`config.mk`:
```
export PLATFORM = sky130hd
export DESIGN_NAME = touch_conv_seq
export DESIGN_NICKNAME = d
export VERILOG_FILES = /design/src/rtl/tcs_pkg.sv /design/src/rtl/tcs_mode_decode.sv /design/src/rtl/tcs_conv_timer.sv /design/src/rtl/tcs_irq_pin.sv /design/src/rtl/tcs_result_scale.sv /design/src/rtl/touch_conv_seq.sv
export SDC_FILE = /design/constraint.sdc
export NUM_CORES = 1
export LEC_CHECK = 0
export ABC_CLOCK_PERIOD_IN_PS = 2490
export BUFFER_PORTS_ARGS = -buffer_cell sky130_fd_sc_hd__clkbuf_2
export CORE_MARGIN = 1
export CORE_UTILIZATION = 55
export CTS_BUF_LIST = sky130_fd_sc_hd__clkbuf_4 sky130_fd_sc_hd__clkbuf_8
export DETAILED_ROUTE_END_ITERATION = 6
export PLACE_DENSITY = 0.88
export SLEW_MARGIN = 20
export SYNTH_ARGS = -nofsm -noshare
export SYNTH_HDL_FRONTEND = slang
export SYNTH_SLANG_ARGS = --single-unit
```
`constraint.sdc`:
```
create_clock -name clk -period 2.49 [get_ports clk]
set_input_delay 0.6225 -clock clk [delete_from_list [all_inputs] [get_ports clk]]
set_output_delay 0.6225 -clock clk [all_outputs]
set_load 0.05 [all_outputs]
```
`src/rtl/tcs_pkg.sv`:
```
package tcs_pkg;

   localparam int FLAG_W = 16;
   localparam int MODE_W = 4;
   localparam int RES_W  = 2;
   localparam int RULE_W = 2;
   localparam int SEL_W  = 4;
   localparam int LAST_SEL = 10;

   typedef enum logic [MODE_W-1:0] {
      SM_IDLE     = 4'd0,
      SM_XY       = 4'd1,
      SM_XYZ      = 4'd2,
      SM_X        = 4'd3,
      SM_Y        = 4'd4,
      SM_Z        = 4'd5,
      SM_BATT_A   = 4'd6,
      SM_BATT_B   = 4'd7,
      SM_AUX      = 4'd8,
      SM_AUX_RPT  = 4'd9,
      SM_TEMP_A   = 4'd10,
      SM_PORT_RPT = 4'd11,
      SM_TEMP_B   = 4'd12,
      SM_DRIVE_0  = 4'd13,
      SM_DRIVE_1  = 4'd14,
      SM_DRIVE_2  = 4'd15
   } scan_mode_e;

   typedef enum logic [RULE_W-1:0] {
      IR_PEN        = 2'd0,
      IR_DATA       = 2'd1,
      IR_PEN_IDLE   = 2'd2,
      IR_PEN_IDLE_B = 2'd3
   } irq_rule_e;

   typedef struct packed {
      logic [FLAG_W-1:0] mask;
      logic              runs;
      logic              need_pen;
      logic              one_shot;
   } mode_info_t;

   function automatic mode_info_t decode_mode(logic [MODE_W-1:0] code);
      mode_info_t i;
      i = '0;
      case (scan_mode_e'(code))
         SM_XY:       begin i.mask = 16'h0600; i.runs = 1'b1; i.need_pen = 1'b1; end
         SM_XYZ:      begin i.mask = 16'h0780; i.runs = 1'b1; i.need_pen = 1'b1; end
         SM_X:        begin i.mask = 16'h0400; i.runs = 1'b1; i.need_pen = 1'b1; i.one_shot = 1'b1; end
         SM_Y:        begin i.mask = 16'h0200; i.runs = 1'b1; i.need_pen = 1'b1; i.one_shot = 1'b1; end
         SM_Z:        begin i.mask = 16'h0180; i.runs = 1'b1; i.need_pen = 1'b1; i.one_shot = 1'b1; end
         SM_BATT_A:   begin i.mask = 16'h0040; i.runs = 1'b1; i.one_shot = 1'b1; end
         SM_BATT_B:   begin i.mask = 16'h0030; i.runs = 1'b1; i.one_shot = 1'b1; end
         SM_AUX:      begin i.mask = 16'h0010; i.runs = 1'b1; i.one_shot = 1'b1; end
         SM_AUX_RPT:  begin i.mask = 16'h0010; i.runs = 1'b1; end
         SM_TEMP_A:   begin i.mask = 16'h0004; i.runs = 1'b1; i.one_shot = 1'b1; end
         SM_PORT_RPT: begin i.mask = 16'h0070; i.runs = 1'b1; end
         SM_TEMP_B:   begin i.mask = 16'h0002; i.runs = 1'b1; i.one_shot = 1'b1; end
         default:     i = '0;
      endcase
      return i;
   endfunction

   function automatic int unsigned res_bits(logic [RES_W-1:0] code);
      case (code)
         2'd1:    return 8;
         2'd2:    return 10;
         default: return 12;
      endcase
   endfunction

endpackage

```
`src/rtl/tcs_mode_decode.sv`:
```
module tcs_mode_decode
   import tcs_pkg::*;
(
   input  logic [MODE_W-1:0] mode,
   output logic [FLAG_W-1:0] mask,
   output logic              runs,
   output logic              need_pen,
   output logic              one_shot
);

   mode_info_t info;

   always_comb begin
      info     = decode_mode(mode);
      mask     = info.mask;
      runs     = info.runs;
      need_pen = info.need_pen;
      one_shot = info.one_shot;
   end

   // A mode that waits for the pen or runs once must be a mode that runs.
   always_comb begin
      p_decode_consistent_r3: assert (runs || (!need_pen && !one_shot && mask == '0))
         else $error("mode decode inconsistent");
   end

endmodule

```
`src/rtl/tcs_conv_timer.sv`:
```
module tcs_conv_timer #(
   parameter int unsigned CYCLES = 8
) (
   input  logic clk,
   input  logic rst_n,
   input  logic start,
   input  logic cancel,
   output logic run,
   output logic done
);

   localparam int unsigned CNT_W = (CYCLES > 1) ? $clog2(CYCLES) : 1;
   localparam logic [CNT_W-1:0] LOAD = CNT_W'(CYCLES - 1);

   generate
      if (CYCLES < 1) begin : g_bad_cycles
         $error("CYCLES must be at least 1");
      end
   endgenerate

   logic             run_q;
   logic [CNT_W-1:0] cnt_q;

   always_ff @(posedge clk) begin
      if (!rst_n) begin
         run_q <= 1'b0;
         cnt_q <= '0;
      end else if (cancel) begin
         run_q <= 1'b0;
         cnt_q <= '0;
      end else if (start) begin
         run_q <= 1'b1;
         cnt_q <= LOAD;
      end else if (run_q) begin
         if (cnt_q == '0) run_q <= 1'b0;
         else             cnt_q <= cnt_q - 1'b1;
      end
   end

   assign run  = run_q;
   assign done = run_q && (cnt_q == '0) && !cancel;

   p_no_restart_r2: assert property (@(posedge clk) disable iff (!rst_n)
      start |-> !run_q);

   p_count_down_r5: assert property (@(posedge clk) disable iff (!rst_n)
      run_q && (cnt_q != '0) && !cancel |=> run_q && (cnt_q == $past(cnt_q) - 1'b1));

   p_cancel_stops_r7: assert property (@(posedge clk) disable iff (!rst_n)
      cancel |=> !run_q);

endmodule

```
`src/rtl/tcs_irq_pin.sv`:
```
module tcs_irq_pin
   import tcs_pkg::*;
(
   input  logic              clk,
   input  logic              rst_n,
   input  logic [RULE_W-1:0] rule,
   input  logic              pen,
   input  logic              any_flag,
   input  logic              enable,
   output logic              irq
);

   logic level;
   logic irq_q;

   always_comb begin
      case (irq_rule_e'(rule))
         IR_PEN:  level = pen;
         IR_DATA: level = any_flag;
         default: level = pen && !any_flag;
      endcase
   end

   always_ff @(posedge clk) begin
      if (!rst_n) irq_q <= 1'b0;
      else        irq_q <= enable && level;
   end

   assign irq = irq_q;

   p_irq_off_r10: assert property (@(posedge clk) disable iff (!rst_n)
      !enable |=> !irq_q);

   p_data_rule_r9: assert property (@(posedge clk) disable iff (!rst_n)
      enable && (rule == 2'd1) && !any_flag |=> !irq_q);

endmodule

```
`src/rtl/tcs_result_scale.sv`:
```
module tcs_result_scale
   import tcs_pkg::*;
#(
   parameter int unsigned RAW_W     = 16,
   parameter bit          MUX_SHIFT = 1'b1
) (
   input  logic [RAW_W-1:0] raw,
   input  logic [RES_W-1:0] res,
   output logic [RAW_W-1:0] scaled
);

   generate
      if (RAW_W < 12) begin : g_bad_width
         $error("RAW_W must hold a 12-bit result");
      end

      if (MUX_SHIFT) begin : g_mux
         localparam int unsigned SH8  = RAW_W - 8;
         localparam int unsigned SH10 = RAW_W - 10;
         localparam int unsigned SH12 = RAW_W - 12;
         always_comb begin
            case (res)
               2'd1:    scaled = raw >> SH8;
               2'd2:    scaled = raw >> SH10;
               default: scaled = raw >> SH12;
            endcase
         end
      end else begin : g_barrel
         logic [7:0] sh;
         always_comb begin
            sh     = 8'(RAW_W - res_bits(res));
            scaled = raw >> sh;
         end
      end
   endgenerate

endmodule

```
`src/rtl/touch_conv_seq.sv`:
```
module touch_conv_seq
   import tcs_pkg::*;
#(
   parameter int unsigned CONV_CYCLES = 8,
   parameter int unsigned RAW_W       = 16,
   parameter bit          MUX_SHIFT   = 1'b1
) (
   input  logic              clk,
   input  logic              rst_n,
   input  logic              pen_down,
   input  logic              cfg_wr,
   input  logic              cfg_enable,
   input  logic [MODE_W-1:0] cfg_mode,
   input  logic [RES_W-1:0]  cfg_res,
   input  logic [RULE_W-1:0] cfg_irq_rule,
   input  logic              rd_en,
   input  logic [SEL_W-1:0]  rd_sel,
   input  logic [RAW_W-1:0]  raw_sample,
   output logic [RAW_W-1:0]  result,
   output logic [FLAG_W-1:0] flags,
   output logic              busy,
   output logic              enabled,
   output logic              irq
);

   generate
      if (CONV_CYCLES < 1) begin : g_bad_delay
         $error("CONV_CYCLES must be at least 1");
      end
   endgenerate

   // control state
   logic              en_q;
   logic [MODE_W-1:0] mode_q;
   logic [RES_W-1:0]  res_q;
   logic [RULE_W-1:0] rule_q;
   logic [MODE_W-1:0] cur_mode_q;
   logic [RES_W-1:0]  cur_res_q;
   logic [FLAG_W-1:0] flags_q;

   // decoded views of the pending and the running mode
   logic [FLAG_W-1:0] nxt_mask, cur_mask;
   logic nxt_runs, nxt_need_pen, nxt_one_shot;
   logic cur_runs, cur_need_pen, cur_one_shot;

   tcs_mode_decode u_next_dec (
      .mode     (mode_q),
      .mask     (nxt_mask),
      .runs     (nxt_runs),
      .need_pen (nxt_need_pen),
      .one_shot (nxt_one_shot)
   );

   tcs_mode_decode u_cur_dec (
      .mode     (cur_mode_q),
      .mask     (cur_mask),
      .runs     (cur_runs),
      .need_pen (cur_need_pen),
      .one_shot (cur_one_shot)
   );

   // sequencing decision
   logic busy_w, conv_done, cancel, gate, stop_single, start, any_flag;
   logic [FLAG_W-1:0] clr_mask;

   assign any_flag    = |flags_q;
   assign cancel      = cfg_wr && !cfg_enable && busy_w;
   assign gate        = en_q && !cfg_wr && nxt_runs && (!nxt_need_pen || pen_down);
   assign stop_single = gate && nxt_one_shot && any_flag;
   assign start       = gate && !stop_single && !busy_w;

   always_comb begin
      clr_mask = '0;
      if (rd_en && (rd_sel <= SEL_W'(LAST_SEL)))
         clr_mask[SEL_W'(LAST_SEL) - rd_sel] = 1'b1;
   end

   tcs_conv_timer #(.CYCLES(CONV_CYCLES)) u_timer (
      .clk    (clk),
      .rst_n  (rst_n),
      .start  (start),
      .cancel (cancel),
      .run    (busy_w),
      .done   (conv_done)
   );

   always_ff @(posedge clk) begin
      if (!rst_n) begin
         en_q       <= 1'b0;
         mode_q     <= '0;
         res_q      <= '0;
         rule_q     <= RULE_W'(IR_PEN_IDLE);
         cur_mode_q <= '0;
         cur_res_q  <= '0;
         flags_q    <= '0;
      end else begin
         if (cfg_wr) begin
            en_q   <= cfg_enable;
            mode_q <= cfg_mode;
            res_q  <= cfg_res;
            rule_q <= cfg_irq_rule;
         end else if (stop_single) begin
            en_q <= 1'b0;
         end
         if (start) begin
            cur_mode_q <= mode_q;
            cur_res_q  <= res_q;
         end
         flags_q <= (flags_q | (conv_done ? cur_mask : '0)) & ~clr_mask;
      end
   end

   tcs_irq_pin u_irq (
      .clk      (clk),
      .rst_n    (rst_n),
      .rule     (rule_q),
      .pen      (pen_down),
      .any_flag (any_flag),
      .enable   (en_q),
      .irq      (irq)
   );

   tcs_result_scale #(.RAW_W(RAW_W), .MUX_SHIFT(MUX_SHIFT)) u_scale (
      .raw    (raw_sample),
      .res    (cur_res_q),
      .scaled (result)
   );

   assign flags   = flags_q;
   assign busy    = busy_w;
   assign enabled = en_q;

   p_start_gate_r2: assert property (@(posedge clk) disable iff (!rst_n)
      $rose(busy_w) |-> $past(en_q) && (cur_mode_q inside {[4'd1:4'd12]}));

   p_pen_needed_r3: assert property (@(posedge clk) disable iff (!rst_n)
      $rose(busy_w) && cur_need_pen |-> $past(pen_down));

   p_flag_source_r4: assert property (@(posedge clk) disable iff (!rst_n)
      ((flags_q & ~$past(flags_q)) != '0) |-> $past(conv_done));

   p_cancel_r7: assert property (@(posedge clk) disable iff (!rst_n)
      cfg_wr && !cfg_enable |=> !busy_w && (flags_q & ~$past(flags_q)) == '0);

   p_read_clear_r8: assert property (@(posedge clk) disable iff (!rst_n)
      rd_en && (rd_sel <= 4'd10) |=> flags_q[4'd10 - $past(rd_sel)] == 1'b0);

endmodule

```
== Yosys cells after proc, flatten, opt, wreduce, memory -nomap -nowiden ==
Index checks and enable logic that the tools add are counted.
Storage, ports and cells
  bits in registers: 36
  word-level logic and storage cells: 99
Operators by class
  add/subtract/negate cells: 2
  bitwise operators: 4
  eq/ne operators: 28
  muxes and demuxes: 18
  reduce and logical (&&, ||, !) cells: 34
  order comparisons: 3
Operators with widths (number)
  12-bit one-hot mux with 11 select lines: 1
  4-bit equality test, second input constant: 10
  4-bit by 3-bit equality test with 1-bit output, second input constant: 8
  16-bit 2-to-1 mux: 2
  12-bit one-hot mux with 2 select lines: 1
  16-bit bitwise AND: 1
  4-bit by 2-bit equality test with 1-bit output, second input constant: 4
  16-bit NOT: 1
  16-bit OR: 1
  16-bit OR reduction: 1
  1-bit logical AND: 15
  1-bit one-hot mux with 11 select lines: 1
  3-bit 2-to-1 mux: 3
  4-bit by 1-bit equality test with 1-bit output, second input constant: 2
  1-bit 2-to-1 mux: 8
  8-bit OR reduction: 1
  1-bit zero test: 7
  2-bit OR reduction: 3
  4-bit by 5-bit < comparator with 1-bit output, second input constant: 1
  5-bit OR reduction: 1
  1-bit demux with 4-bit select: 1
  2-bit by 1-bit equality test with 1-bit output, second input constant: 2
  4-bit by 1-bit >= comparator with 1-bit output, second input constant: 1
  4-bit less-or-equal comparator, second input constant: 1
  other kinds (11): 12

== Longest topological paths before layout ==
Gate-level depths: netlist of run 1.
  depth in word-level cells: 13
  gate-level depth with buffers: 6
  mapped depth without buffers: 6

== Cells and area by module ==
From an unflattened synthesis of run 1, not the netlist that was laid out.
Unflattened totals
  cell total of the unflattened synthesis: 307
  area total of the unflattened synthesis: 2479.9 µm²
Modules (own cells, without submodules)
  touch_conv_seq: times used 1, sequential area each 620.6 µm², cells each 153, area an instance 1393.8 µm²
  tcs_mode_decode: times used 2, sequential area each 0.0 µm², cells each 42, area an instance 269.0 µm²
  tcs_result_scale: times used 1, sequential area each 0.0 µm², cells each 42, area an instance 271.5 µm²
  tcs_conv_timer: times used 1, sequential area each 80.1 µm², cells each 23, area an instance 221.5 µm²
  tcs_irq_pin: times used 1, sequential area each 20.0 µm², cells each 5, area an instance 55.1 µm²

== Worst setup path after synthesis of run 1 ==
OpenSTA, ideal clock, no wires.
  kind: reg-to-output
  start: register cur_res_q[0]
  end: output port result[0]
  arrival: 1971 ps
  required time: 1867 ps
  stages on the path, launching flop included: 6
  setup slack: -104 ps
  path through: dfxtp_1 -> inv_1 -> ha_1 -> clkbuf_1 -> a22oi_1 -> o21ai_0
On the way
  longest elaborated chain between the ends: 2
  elaborated cells on any way between the ends: 3
  those cells by class: eq/ne: 2; mux: 1
Ends and longest elaborated chain
  from (decl): line touch_conv_seq.sv:38  | logic [RES_W-1:0] cur_res_q;
  from (signal assigned): line touch_conv_seq.sv:107  | cur_res_q <= res_q;
  2-bit equality test or 2-bit by 1-bit equality test with 1-bit output (tied branches): line tcs_result_scale.sv:22  | case (res)
  12-bit one-hot mux with 2 select lines (*): line tcs_result_scale.sv:22
  to (decl): line touch_conv_seq.sv:19  | output logic [RAW_W-1:0] result,
Mark *: on every way between the ends. The rest lies on a longest branch, timed or not.

== Final worst setup path of run 1 ==
  start: register cur_res_q[1]
  end: output port result[4]
The elaborated chain is that of the path after synthesis.

==> flow_metrics.py, run 1 <==
metrics = {
    "flow_run": {
        "maxCapViolCount": 0,
    },
    "placed_design": {
        "post-place-ws_ns": 0.3816,
        "io_buffers": 60,
        "dp_hpwl_mm": 2.921,
        "place_congestion": 0.7616,
        "placed_cells": 317,
    },
    "yosys": {
        "ys_seq_area_frac": 0.3807,
        "syn_area_um2": 1893,
        "yosys_warnings": 0,
        "ys.flop_type": "dfxtp_1",
        "syn_inst": 226,
        "synth_seq_cells": 36,
        "synthArstFlopShare": 0,
        "synth_edf_count": 0,
        "avgSynthCellArea_um2": 8.376,
        "synth_cell_types": 40,
    },
    "clocking": {
        "h-tree-depth": 2,
        "clk-insertion-delay-late_ns": 0.33,
        "cts_tree": "built",
        "clk_pin_slew_ns": 0.09,
        "cts_resized": 0,
        "postCtsSetupRepairBufs": 0,
        "cts_root_buf": "clkbuf_4",
        "cts_buffers": 5,
        "clock-sinks": 36,
        "cts_hold_buf": 0,
        "cts.path.max_buffers": 2,
    },
    "critical_path": {
        "ff2ff_path_depth": 4,
        "end_kind": "primary output",
        "critPathMaxStageDelay_ns": 0.35,
        "critPathMaxFanout": 8,
        "critPathKind": "register to primary output",
        "startpoint_type": "register",
        "timing.rr.end": "cur_mode_q[0]$_SDFFE_PN0P_",
        "crit_required_ns": 1.87,
        "rrSetupSlack_ns": 0.77,
        "cp-startpoint": "cur_res_q[1]$_SDFFE_PN0P_",
        "reg2reg_from": "flags[6]$_SDFF_PN0_",
        "cp_cell_sequence": "inv_1 -> ha_1 -> a22oi_1 -> o21ai_0 -> clkbuf_2",
        "arrival_ns": 1.65,
        "critPathSlowestCell": "dfxtp_1",
        "timing.critical_path.to": "result[4]",
    },
    "die": {
        "ios": 69,
        "die_area_um2": 3681,
        "initial_core_util": 0.6004,
        "rows": 20,
        "core_area_um2": 3153,
        "die_w_um": 60.67,
        "dieHeight_um": 60.67,
    },
    "cells_and_area": {
        "final_cell_mix": "60 x clkbuf_2, 36 x dfxtp_1, 30 x nand2_1",
        "finalNonFillerCells": 325,
        "fillers": 260,
        "nNetsFinal": 318,
        "final_util": 0.7175,
        "num_antenna_cells": 0,
        "final_common_cell": "clkbuf_2",
        "final_layout_size_suffix_gt1_frac": 0.2847,
        "synthToLayoutAreaGrowth_pct": 19.50,
    },
    "routing": {
        "wl_mm": 3.965,
        "dr.first_iter.drc_count": 54,
        "dr_total_vias": 1757,
        "routedWlPerCell_um": 12.20,
        "ant_nets": 0,
        "drc": 0,
        "dr.pass1.iters": 4,
        "viasPerCell": 5.406,
    },
    "grt": {
        "grt-ovfl-total": 0,
        "track_usage": 0.2298,
        "grt_pass1_vias": 1463,
        "grt_max_degree": 23,
        "antenna_found_initial": 0,
        "grt_first_pass_wirelength_mm": 6.210,
    },
    "min_path": {
        "min_path_cells": 2,
        "hp-class": "register to register",
        "hp-start": "res_q[1]$_SDFFE_PN0P_",
    },
    "power_and_ir_drop": {
        "p_per_area_nw_per_um2": 496.0,
        "peakVddDrop_v": 0.0003256,
        "cellLeakagePower_nw": 0.9973,
    },
    "timing": {
        "timing.final.ws_setup_ns": 0.2187,
        "max_freq_mhz": 440.3,
        "rsz0062_at_grt": "false",
        "setup_tns_ns": 0,
        "whs_ns": 0.4662,
        "finalSetupViolCount": 0,
        "finClkSkew_ns": 0.007284,
        "final-hold-violation-count": 0,
        "maxSlewViolCount": 0,
        "period_minus_slack_ns": 2.271,
        "period_share": 0.9122,
    },
    "run_status": {
        "status": "completed",
    },
}
-- cells by family after synthesis --
kind of cell	after synthesis	synth area share
AOI/OAI and AO/OA	55	0.1950
xor gates and xnor gates	4	0.01851
adders and majority gates	4	0.02644
buffers and inverters	26	0.06411
DFF	36	0.3807
muxes	14	0.07402
other	1	0.001981
and+or+nand+nor	86	0.2393
-- worst min path at each step --
| stage | endpoint |
|---|---|
| detailed placement | u_irq.irq$_SDFF_PN0_ |
| global route | u_irq.irq$_SDFF_PN0_ |
| CTS | u_irq.irq$_SDFF_PN0_ |
| floorplan | cur_res_q[0]$_SDFFE_PN0P_ |
| finish | cur_res_q[1]$_SDFFE_PN0P_ |
| global placement | u_irq.irq$_SDFF_PN0_ |
-- synthesized netlist by cell type, types with 6 or more instances --
cell type,count,share of area
a21oi_1,7,0.019
o21ai_0,20,0.053
nor2_1,7,0.014
dfxtp_1,36,0.38
a22oi_1,8,0.032
mux2i_1,14,0.074
nand2b_1,6,0.020
clkbuf_1,12,0.024
nor2b_1,9,0.030
inv_1,8,0.016
nand2_1,30,0.059
and2_1,8,0.026
-- registers in the layout, indices dropped and copies added, names as in the netlist --
signal,cells
flags,16
cur_mode_q,4
mode_q,4
u_timer.cnt_q,3
cur_res_q,2
res_q,2
rule_q,2
enabled,1
u_irq.irq,1
u_timer.run,1
-- per-layer routing --
metal  share of wire  track usage  up-vias  routed length (um)
met5               0            0        -                   0
met4           0.013       0.1006        0                  51
met3           0.043      0.06183        7                 171
met2            0.47       0.3736       45                1882
met1            0.47       0.2867      806                1860
li1                -            -      899                   -
-- cell type report --
| type | count | area [um2] | share of cell area |
|---|---|---|---|
| timing repair buffer | 62 | 315.3 | 0.1394 |
| sequential | 36 | 720.7 | 0.3186 |
| tap | 44 | 55.05 | 0.02434 |
| multi-input combinational | 167 | 1075 | 0.4751 |
| inverter | 8 | 30.03 | 0.01327 |
| clock buffer | 8 | 66.31 | 0.02931 |
-- critical path: cells and delay by family, from the launching register on --
kind                       cells  cell delay [ns]
AOI/OAI and AO/OA              2             0.30
adders and majority gates      1             0.29
buffers and inverters          2             0.38
DFF                            1             0.35
-- power by group --
group	total (W)	switching (W)	internal (W)
clock network	0.000342	0.000181	0.000161
logic	0.000182	0.000121	0.0000608
registers	0.000599	0.0000119	0.000587
total	0.00112	0.000313	0.000809
-- per-stage QoR --
step	cell area, um2	power (W)
4_1_cts	2250	0.001126
6_report	2262	0.001122
3_3_place_gp	2183	0.0007868
3_5_place_dp	2183	0.0007916
2_1_floorplan	1904	0.0007415
5_1_grt	2262	0.001179
No activity file was read; power rests on OpenSTA's default activity.
==> inputs of run 2 (changes only) <==
--- a/config.mk
+++ b/config.mk
@@ -6,11 +6,12 @@
 export NUM_CORES = 1
 export LEC_CHECK = 0
 export ABC_CLOCK_PERIOD_IN_PS = 2490
-export BUFFER_PORTS_ARGS = -buffer_cell sky130_fd_sc_hd__clkbuf_2
+export BUFFER_PORTS_ARGS = -buffer_cell sky130_fd_sc_hd__buf_2
 export CORE_MARGIN = 1
 export CORE_UTILIZATION = 55
 export CTS_BUF_LIST = sky130_fd_sc_hd__clkbuf_4 sky130_fd_sc_hd__clkbuf_8
 export DETAILED_ROUTE_END_ITERATION = 6
+export GPL_TIMING_DRIVEN = 0
 export PLACE_DENSITY = 0.88
 export SLEW_MARGIN = 20
 export SYNTH_ARGS = -nofsm -noshare
==> flow_metrics.py, run 2 (synthesized netlist as in run 1, its figures left out) <==
metrics = {
    "run_status": {
        "status": "completed",
    },
    "critical_path": {
        "startpoint_type": "register",
        "arrival_ns": 1.80,
        "crit_required_ns": 1.87,
        "critPathKind": "register to primary output",
        "critPathMaxFanout": 10,
        "end_kind": "primary output",
        "rrSetupSlack_ns": 0.81,
    },
    "timing": {
        "finalSetupViolCount": 0,
        "final-hold-violation-count": 0,
        "max_freq_mhz": 413.5,
        "maxSlewViolCount": 0,
        "setup_tns_ns": 0,
        "period_minus_slack_ns": 2.418,
        "finClkSkew_ns": 0.009349,
        "slew-limit-headroom": 0.6722,
        "worstMarginPinSlew_ns": 0.4866,
        "period_share": 0.9712,
    },
    "die": {
        "rows": 20,
        "die_area_um2": 3681,
        "core_area_um2": 3153,
        "dieHeight_um": 60.67,
        "die_w_um": 60.67,
        "ios": 69,
        "initial_core_util": 0.6004,
    },
    "cells_and_area": {
        "final_cell_mix": "56 x buf_2, 36 x dfxtp_1, 30 x nand2_1",
        "num_antenna_cells": 0,
        "final_layout_size_suffix_gt1_frac": 0.2847,
        "fillers": 265,
        "synthToLayoutAreaGrowth_pct": 23.07,
        "regArea_um2": 720.7,
        "final_common_cell": "buf_2",
        "largest_reg_flops": 16,
        "final_util": 0.7389,
        "multi_input_area_um2": 1062,
        "nNetsFinal": 332,
    },
    "clocking": {
        "cts.path.max_buffers": 2,
        "postCtsSetupRepairBufs": 0,
        "cts_buffers": 5,
        "clk-insertion-delay-late_ns": 0.33,
        "clock-sinks": 36,
        "clk_pin_slew_ns": 0.11,
        "h-tree-depth": 2,
        "cts_tree": "built",
        "cts_root_buf": "clkbuf_4",
    },
    "routing": {
        "drc": 0,
        "wl_mm": 4.170,
        "routedWlPerCell_um": 12.30,
        "ant_nets": 0,
        "viasPerCell": 5.324,
        "dr_total_vias": 1805,
        "dr.pass1.iters": 4,
        "dr.first_iter.drc_count": 109,
    },
    "placed_design": {
        "place_congestion": 0.7800,
        "dp_hpwl_mm": 3.114,
        "io_buffers": 59,
    },
    "grt": {
        "grt_most_used_layer": "met2",
        "grt_util_met3": 0.04691,
        "grt.met1_usage": 0.3170,
        "grt_pass1_vias": 1534,
        "antenna_found_initial": 0,
        "grt_max_degree": 12,
        "met2_usage": 0.3846,
        "grt_first_pass_wirelength_mm": 6.548,
        "grt-ovfl-total": 0,
        "track_usage": 0.2387,
    },
    "power_and_ir_drop": {
        "p_per_area_nw_per_um2": 480.7,
        "peakVddDrop_v": 0.0002948,
        "cellLeakagePower_nw": 1.040,
    },
    "flow_run": {
        "maxCapViolCount": 0,
    },
    "min_path": {
        "hp-class": "register to register",
    },
}
run 2: cell count changes in the layout (fill, tap and decap cells not counted), sizes merged:
cell / delta
clkbuf: -46
buf: +59
clkinvlp: +1
run 2: layer usage:
metal  vias up  share of wire
met1       815           0.47
met5         -              0
met3         6          0.045
met4         0          0.011
met2        53           0.47
li1        931              -
run 2: power by group:
group | total [W] | switching [W] | internal [W]
combinational | 0.000189 | 0.000122 | 0.0000668
clock | 0.000333 | 0.000184 | 0.000149
sequential | 0.000598 | 0.0000109 | 0.000587
total | 0.00112 | 0.000317 | 0.000803
run 2: metrics by stage:
| stage | instance area [um2] | instances | hold slack, ns | power, W | worst slack (ns) |
|---|---|---|---|---|---|
| 2_1_floorplan | 1904 | 229 | 0.4373 | 0.0007415 | -0.1039 |
| 3_3_place_gp | 2255 | 332 | 0.4385 | 0.0007928 | 0.3945 |
| 3_5_place_dp | 2255 | 332 | 0.4553 | 0.0007961 | 0.3527 |
| 4_1_cts | 2322 | 340 | 0.4718 | 0.001130 | 0.06446 |
| 5_1_grt | 2330 | 339 | 0.4811 | 0.001176 | -0.04915 |
| 6_report | 2330 | 339 | 0.4700 | 0.001120 | 0.07167 |
run 2: timing repair:
action / in CTS / in global routing
gates resized for setup: 1 / 6
endpoints found under the hold margin: 0 / 0
hold buffers: 0 / 0
setup endpoints to repair: 7 / 10
run 2: critical path, cell delays in order, from the launching register on:
cell and delay [ns]:
dfxtp_1 0.37, inv_1 0.06, ha_1 0.33, clkbuf_2 0.24
nand2_1 0.07, o21ai_0 0.09, buf_2 0.30
run 2: layout make-up:
class,count,area share
buffer,17,0.03867
clock buffer,7,0.02524
clock inverter,1,0.003222
inverter,8,0.01289
multi-input combinational,167,0.4560
sequential,36,0.3093
tap,44,0.02363
timing repair buffer,59,0.1310
run 2: worst paths after layout:
check,from,cells past startpoint,endpoint
setup / recovery,cur_res_q[0]$_SDFFE_PN0P_,6,result[4]
hold / removal,enabled$_SDFFE_PN0P_,2,u_irq.irq$_SDFF_PN0_
setup reg to reg,flags[6]$_SDFF_PN0_,5,cur_mode_q[3]$_SDFFE_PN0P_
hold reg to reg,enabled$_SDFFE_PN0P_,2,u_irq.irq$_SDFF_PN0_
